**config.mk**
```make
export PLATFORM = sky130hd
export DESIGN_NAME = audio_clkgen
export DESIGN_NICKNAME = d
export VERILOG_FILES = /design/src/rtl/audio_clkgen.sv
export SDC_FILE = /design/constraint.sdc
export NUM_CORES = 1
export LEC_CHECK = 0
export CAP_MARGIN = 30
export CORE_MARGIN = 2
export CORE_UTILIZATION = 45
export DETAILED_ROUTE_END_ITERATION = 8
export DONT_BUFFER_PORTS = 1
export PLACE_DENSITY_LB_ADDON = 0.05
export SLEW_MARGIN = 30
export SYNTH_ARGS = -nofsm -noshare
export SYNTH_HDL_FRONTEND = slang
export SYNTH_SLANG_ARGS = --single-unit
```
**constraint.sdc**
```tcl
create_clock -name clk -period 3.9 [get_ports clk]
set_input_delay 0.39 -clock clk [delete_from_list [all_inputs] [get_ports clk]]
set_output_delay 0.39 -clock clk [all_outputs]
set_load 0.03 [all_outputs]
```
**src/rtl/audio_clkgen.sv**
```systemverilog
module audio_clkgen #(
  parameter int DIV_W = 8,
  parameter int SEL_W = 2
) (
  input  logic             clk,
  input  logic             rst_n,
  input  logic             slave_mode,
  input  logic [DIV_W-1:0] bclk_div,
  input  logic [DIV_W-1:0] tx_frame_div,
  input  logic [DIV_W-1:0] rx_frame_div,
  input  logic [SEL_W-1:0] share_sel,
  input  logic             bclk_in,
  input  logic             tx_fclk_in,
  input  logic             rx_fclk_in,
  output logic             clk_oe,
  output logic             bclk_out,
  output logic             tx_fclk_out,
  output logic             rx_fclk_out,
  output logic             bclk_rise,
  output logic             bclk_fall,
  output logic             tx_fclk_edge,
  output logic             rx_fclk_edge
);

  logic [DIV_W-1:0] bcnt, bcnt_nx, tx_cnt, tx_nx, rx_cnt, rx_nx;
  logic [DIV_W:0]   b_len, tx_len, rx_len;
  logic [DIV_W-1:0] b_low, tx_low, rx_low;
  logic [2:0]       sync1, sync2;
  logic             bclk_q, bclk_p, tx_q, rx_q, tx_p, rx_p;
  logic             tx_fin, rx_fin;

  // low phase = floor(ratio / 2)
  assign b_len  = {1'b0, bclk_div} + 1'b1;
  assign tx_len = {1'b0, tx_frame_div} + 1'b1;
  assign rx_len = {1'b0, rx_frame_div} + 1'b1;
  assign b_low  = b_len[DIV_W:1];
  assign tx_low = tx_len[DIV_W:1];
  assign rx_low = rx_len[DIV_W:1];

  assign bcnt_nx = (bcnt >= bclk_div) ? '0 : bcnt + 1'b1;
  assign tx_nx   = !bclk_fall ? tx_cnt : (tx_cnt >= tx_frame_div) ? '0 : tx_cnt + 1'b1;
  assign rx_nx   = !bclk_fall ? rx_cnt : (rx_cnt >= rx_frame_div) ? '0 : rx_cnt + 1'b1;

  always_ff @(posedge clk) begin
    if (!rst_n) begin
      sync1  <= '0;
      sync2  <= '0;
      bcnt   <= '0;
      tx_cnt <= '0;
      rx_cnt <= '0;
      bclk_q <= 1'b0;
      bclk_p <= 1'b0;
      tx_q   <= 1'b0;
      rx_q   <= 1'b0;
      tx_p   <= 1'b0;
      rx_p   <= 1'b0;
    end else begin
      sync1  <= {rx_fclk_in, tx_fclk_in, bclk_in};
      sync2  <= sync1;
      bclk_p <= bclk_q;
      tx_p   <= tx_fin;
      rx_p   <= rx_fin;
      if (slave_mode) begin
        bcnt   <= '0;
        tx_cnt <= '0;
        rx_cnt <= '0;
        bclk_q <= sync2[0];
        tx_q   <= sync2[1];
        rx_q   <= sync2[2];
      end else begin
        bcnt   <= bcnt_nx;
        tx_cnt <= tx_nx;
        rx_cnt <= rx_nx;
        bclk_q <= (bcnt_nx >= b_low);
        tx_q   <= (tx_nx >= tx_low);
        rx_q   <= (rx_nx >= rx_low);
      end
    end
  end

  assign tx_fin = (share_sel == SEL_W'(2)) ? rx_q : tx_q;
  assign rx_fin = (share_sel == SEL_W'(1) || share_sel == SEL_W'(3)) ? tx_q : rx_q;

  assign clk_oe       = ~slave_mode;
  assign bclk_out     = bclk_q;
  assign tx_fclk_out  = tx_fin;
  assign rx_fclk_out  = rx_fin;
  assign bclk_rise    = bclk_q & ~bclk_p;
  assign bclk_fall    = ~bclk_q & bclk_p;
  assign tx_fclk_edge = tx_fin ^ tx_p;
  assign rx_fclk_edge = rx_fin ^ rx_p;


  rise_mid_chk: assert property (@(posedge clk) disable iff (!rst_n)
    (!slave_mode && $past(!slave_mode) && bclk_rise && bclk_div != '0) |-> bcnt == b_low);


  fall_wrap_chk: assert property (@(posedge clk) disable iff (!rst_n)
    (!slave_mode && $past(!slave_mode) && bclk_fall) |-> bcnt == '0);


  frame_after_fall_chk: assert property (@(posedge clk) disable iff (!rst_n)
    (!slave_mode && !$past(slave_mode) && !$past(slave_mode, 2) && tx_fclk_edge)
      |-> $past(bclk_fall));


  slave_hold_chk: assert property (@(posedge clk) disable iff (!rst_n)
    slave_mode |=> (bcnt == '0 && tx_cnt == '0 && rx_cnt == '0));

endmodule

```
=== After elaboration in Yosys (flattened, before gate mapping) ===
Cells that the tools add are included.

* Flip-flop bits (word level): 36
* Bits of input ports: 32
* Output and inout bits: 8
* Logic and storage cells: 46

* $add $sub $neg: 6
* Order comparisons: 6
* Eq/ne operators: 3
* Muxes and demuxes: 10
* Bitwise logic cells: 8
* Reduce and logical (&&, ||, !) cells: 2

{| class="wikitable"
|+ Operators by type and width
! cell !! count
|-
| 8-bit greater-or-equal comparator || 6
|-
| 8-bit 2-to-1 mux || 5
|-
| 8-bit by 1-bit adder with 9-bit output, second input constant || 3
|-
| 8-bit by 1-bit adder with 8-bit output, second input constant || 3
|-
| 1-bit 2-to-1 mux || 5
|-
| 2-bit equality test, second input constant || 2
|-
| 1-bit NOT || 4
|-
| 1-bit AND || 2
|-
| 2-bit by 1-bit equality test with 1-bit output, second input constant || 1
|-
| 2-bit OR reduction || 1
|-
| 1-bit bitwise XOR || 2
|-
| 1-bit logical OR || 1
|}

=== Depth between registers and ports, before layout ===
* Word-level depth: 5
* Depth in mapped cells: 14
* Depth with buffers taken out: 13

=== Worst setup path after synthesis ===
Ideal clock, no wire load.

* Path kind: register -> register
* Start: reg bcnt[0]
* End: reg bclk_q, in the netlist bclk_out
* Setup time: 0.125 ns
* Arrival: 2.657 ns
* Data required time: 3.775 ns
* Slack: 1.118 ns
* Cell stages (with the launch flop): 15
* Buffers on the path: 1
* Clock period less this slack: 2.782 ns
* Cell sequence: dfxtp_1 -> inv_1 -> ha_1 -> nand2b_1 -> a21o_1 -> a2111oi_4 -> o31ai_2 -> buf_6 -> nor2_1 -> ha_1 -> a21o_1 -> a211oi_1 -> nand2_1 -> a41oi_1 -> a211oi_1

* Cells in the longest elaborated chain, start to end: 4
* Elaborated cells on any way between the ends: 5
* Classes of those cells: add/sub: 1; order compare: 2; mux: 2

{| class="wikitable"
|+ Ends and longest elaborated chain
! element !! RTL line !! source
|-
| from (decl) || 25 || <nowiki>logic [DIV_W-1:0] bcnt, bcnt_nx, tx_cnt, tx_nx, rx_cnt, rx_nx;</nowiki>
|-
| from (signal assigned) || 71 || <nowiki>bcnt <= bcnt_nx;</nowiki>
|-
| 8-bit by 1-bit adder with 8-bit output / 8-bit greater-or-equal comparator (equally long branches) || 40 || <nowiki>assign bcnt_nx = (bcnt >= bclk_div) ? '0 : bcnt + 1'b1;</nowiki>
|-
| 8-bit 2-to-1 mux * || 40 ||
|-
| via bcnt_nx[6] || 25 ||
|-
| 8-bit greater-or-equal comparator * || 74 || <nowiki>bclk_q <= (bcnt_nx >= b_low);</nowiki>
|-
| 1-bit 2-to-1 mux * || 63 || <nowiki>if (slave_mode) begin</nowiki>
|-
| to (signal assigned) || 67 || <nowiki>bclk_q <= sync2[0];</nowiki>
|-
| to (signal assigned) || 74 ||
|-
| to (decl) || 29 || <nowiki>logic bclk_q, bclk_p, tx_q, rx_q, tx_p, rx_p;</nowiki>
|}

The timed path passes the listed nets; every way through them passes the cells marked *.
A chain may end at the register's enable or synchronous reset.

=== Worst setup path in the final report ===
* Start: reg rx_cnt[0]
* End: reg rx_q

* Cells in the longest elaborated chain, start to end: 5
* Elaborated cells on any way between the ends: 6
* Classes of those cells: add/sub: 1; order compare: 2; mux: 3

{| class="wikitable"
|+ Ends and longest elaborated chain
! element !! RTL line !! source
|-
| from (decl) || 25 ||
|-
| from (signal assigned) || 73 || <nowiki>rx_cnt <= rx_nx;</nowiki>
|-
| 8-bit by 1-bit adder with 8-bit output / 8-bit greater-or-equal comparator (equally long branches) || 42 || <nowiki>assign rx_nx = !bclk_fall ? rx_cnt : (rx_cnt >= rx_frame_div) ? '0 : rx_cnt + 1'b1;</nowiki>
|-
| 8-bit 2-to-1 mux * (2 in series) || 42 ||
|-
| via rx_nx[6] || 25 ||
|-
| 8-bit greater-or-equal comparator * || 76 || <nowiki>rx_q <= (rx_nx >= rx_low);</nowiki>
|-
| 1-bit 2-to-1 mux * || 63 ||
|-
| to (signal assigned) || 69 || <nowiki>rx_q <= sync2[2];</nowiki>
|-
| to (signal assigned) || 76 ||
|-
| to (decl) || 29 ||
|}

Marks and branches as above.

==> flow_summary.json <==
{
  "status": "completed",
  "layout_min_cycle_time_ns": 3.013,
  "path_buf_inv": 1,
  "antenna_cells": 0,
  "ys.flop_type": "dfxtp_1",
  "cp_top_family": "compound AO/OA/AOI/OAI gates",
  "finalSetupViolCount": 0,
  "crit_chain": "inv_1 -> ha_1 -> nand2b_1 -> a2111o_1 -> a21oi_2 -> nor2_1 -> nor2_1 -> ha_1 -> a21o_1 -> a211oi_1 -> nand2_1 -> a41oi_1 -> a211oi_1",
  "cts_made_buffers": 5,
  "p_per_area_nw_per_um2": 242.3,
  "cts_tree": "yes",
  "wl_um": 5953,
  "clk_pin_slew_ns": 0.08,
  "grt_max_degree": 17,
  "final_area_um2": 3108,
  "drtPass1Iterations": 4,
  "slew_headroom": 0.5494,
  "maxCapViolCount": 0,
  "overflow": 0,
  "dieArea_um2": 7185,
  "cts.path.max_buffers": 2,
  "place.gp.congestion": 0.8841,
  "root_buffer": "clkbuf_8",
  "grt_pass1_vias": 2384,
  "dr_wl_met2_um": 2711,
  "fillCellCount": 650,
  "crit_fanout": 6,
  "max-vdd-ir-drop_uv": 148.1,
  "synth_nets": 446,
  "cts-resized-gates": 0,
  "ant_nets": 0,
  "tightest_slew_ns": 0.6710,
  "io-pin-count": 40,
  "met1Wirelength_um": 2981,
  "max_freq_ghz": 0.3319,
  "rsz0062_at_grt": "false",
  "place_hpwl_um": 4945,
  "netlist_instances": 360,
  "fin_skew_ns": 0.007105,
  "wl_per_cell_um": 13.47,
  "crit_required_ns": 4.07,
  "die_h_um": 84.77,
  "synth_area_per_cell_um2": 8.154,
  "ys_types": 31,
  "top_layer_used": "met4",
  "wl_met3_um": 192,
  "crit_path_top_delay_cell": "a2111o_1",
  "drive_gt1_frac": 0.04932,
  "whs_ns": 0.2212,
  "gr-usage-all-layers": 0.1817,
  "clock_sinks": 36,
  "grt_pass1_wl_um": 10690,
  "slew_violations": 0,
  "die_w_um": 84.77,
  "route.vias.total": 2345,
  "setup_slack_ns": 0.8870,
  "yosysSeqAreaShare": 0.2455,
  "arrival_ns": 3.18,
  "p_leak_uw": 0.001463,
  "netlist_area_um2": 2935,
  "yosysWarnings": 0,
  "hold_class": "input pin to register",
  "ys_ff_latch": 36,
  "insertion_delay_ns": 0.29,
  "area_growth_syn_to_layout_pct": 5.882,
  "holdBufCountCts": 0,
  "drt_iter0_drc": 81,
  "endpoint_kind": "register",
  "portBuffers": 0,
  "route.detailed.drc": 0,
  "post_cts_buffers": 0,
  "coreArea_um2": 6314,
  "start_util": 0.4649,
  "antenna_found_initial": 0,
  "synth_async_sr_flop_share": 0,
  "cp-start-kind": "register",
  "finalSetupTns_ns": 0,
  "cts_htree_levels": 2,
  "placed_area_um2": 3020,
  "dp_slack_ns": 0.9091,
  "critical_path_class": "register to register",
  "nets": 450,
  "rows": 29,
  "power_uw": 753.1,
  "synth_edf_count": 0,
  "min_period_over_period": 0.7726,
  "max_stage_delay_ns": 0.42,
  "hold_viol": 0,
  "vias_per_cell": 5.305
}
[cells in the mapped netlist (10+ instances only)]
master	instances	area, um2
nand3_1	19	95.09
ha_1	54	675.7
xnor2_1	26	227.7
inv_1	30	112.6
a21oi_1	17	85.08
nor3_1	14	70.07
nand2_1	27	101.4
nand4_1	12	75.07
nor2_1	37	138.9
o21ai_0	10	50.05
dfxtp_1	36	720.7
[registers in the layout, indices dropped and copies added, names as in the netlist]
signal / cells
rx_cnt: 8
bclk_p: 1
sync1: 3
rx_p: 1
bcnt: 8
tx_p: 1
tx_cnt: 8
bclk_out: 1
tx_q: 1
sync2: 3
rx_q: 1
[through the flow]
stage	utilization	instances
2_1_floorplan	-	360
5_1_grt	0.4923	442
3_3_place_gp	0.4784	434
4_1_cts	0.4923	442
6_report	0.4923	442
3_5_place_dp	0.4784	434
[kinds of logic (layout without fill, tap and decap cells)]
family | Yosys count | in the layout | share of synthesized area
AOI/OAI and AO/OA | 53 | 53 | 0.1219
DFF | 36 | 36 | 0.2455
buffers and inverters | 36 | 41 | 0.04859
xor gates and xnor gates | 35 | 35 | 0.1044
muxes | 2 | 2 | 0.006820
and+or+nand+nor | 144 | 144 | 0.2425
adders and majority gates | 54 | 54 | 0.2302
[worst paths after layout]
kind                  start  slack [ns]       end  cells past startpoint
setup / recovery  rx_cnt[0]        0.89      rx_q                     13
setup reg to reg  rx_cnt[0]        0.89      rx_q                     13
hold / removal        rst_n        0.22  sync2[0]                      1
hold reg to reg    sync1[0]        0.44  sync2[0]                      1
[layout by cell type (no fill, tap or decap)]
cell,instances
nor2b_1,9
ha_1,54
a21oi_2,2
clkinv_4,1
o21ai_1,5
and3_1,4
clkinv_2,2
nor3_2,3
mux2i_1,2
a2111o_1,2
a2111oi_4,1
a211oi_1,6
buf_4,2
clkbuf_8,5
nor2_1,37
o31ai_2,1
dfxtp_1,36
nand2_1,27
a21oi_1,17
and2_1,9
o21ai_0,10
a21o_1,5
nor3_1,14
nand2b_1,9
xnor2_1,26
nor3b_1,1
xor2_1,9
inv_2,1
a41oi_1,3
inv_1,30
o2111ai_1,1
nand4_1,12
nand3_1,19
[power breakdown]
group          leakage [uW]  switching [uW]  total, uW  internal (uW)
sequential         0.000292            4.68        379            374
clock             0.0000479             138        262            124
combinational       0.00112            63.6        113           49.0
[layout make-up]
class                           count  area (um2)  area share
Multi-Input combinational cell    288        2072      0.6667
Sequential cell                    36       720.7      0.2319
Inverter                           31       116.4     0.03744
Tap cell                           77       96.34     0.03100
Clock buffer                        5       68.82     0.02214
Clock inverter                      3       18.77    0.006039
Timing Repair Buffer                2       15.01    0.004831
[routing by layer]
metal	vias to the layer above	GRT usage
met4	0	0.05195
met2	34	0.3071
met3	7	0.02950
met1	1043	0.2392
li1	1261	-
met5	-	0
[worst register-to-register path, cell delays in order (launching register included)]
cell      delay (ns)
dfxtp_1         0.39
inv_1           0.08
ha_1            0.26
nand2b_1        0.14
a2111o_1        0.42
a21oi_2         0.30
nor2_1          0.14
nor2_1          0.14
ha_1            0.27
a21o_1          0.19
a211oi_1        0.23
nand2_1         0.09
a41oi_1         0.17
a211oi_1        0.07
Power figures use the tool's default switching activity.
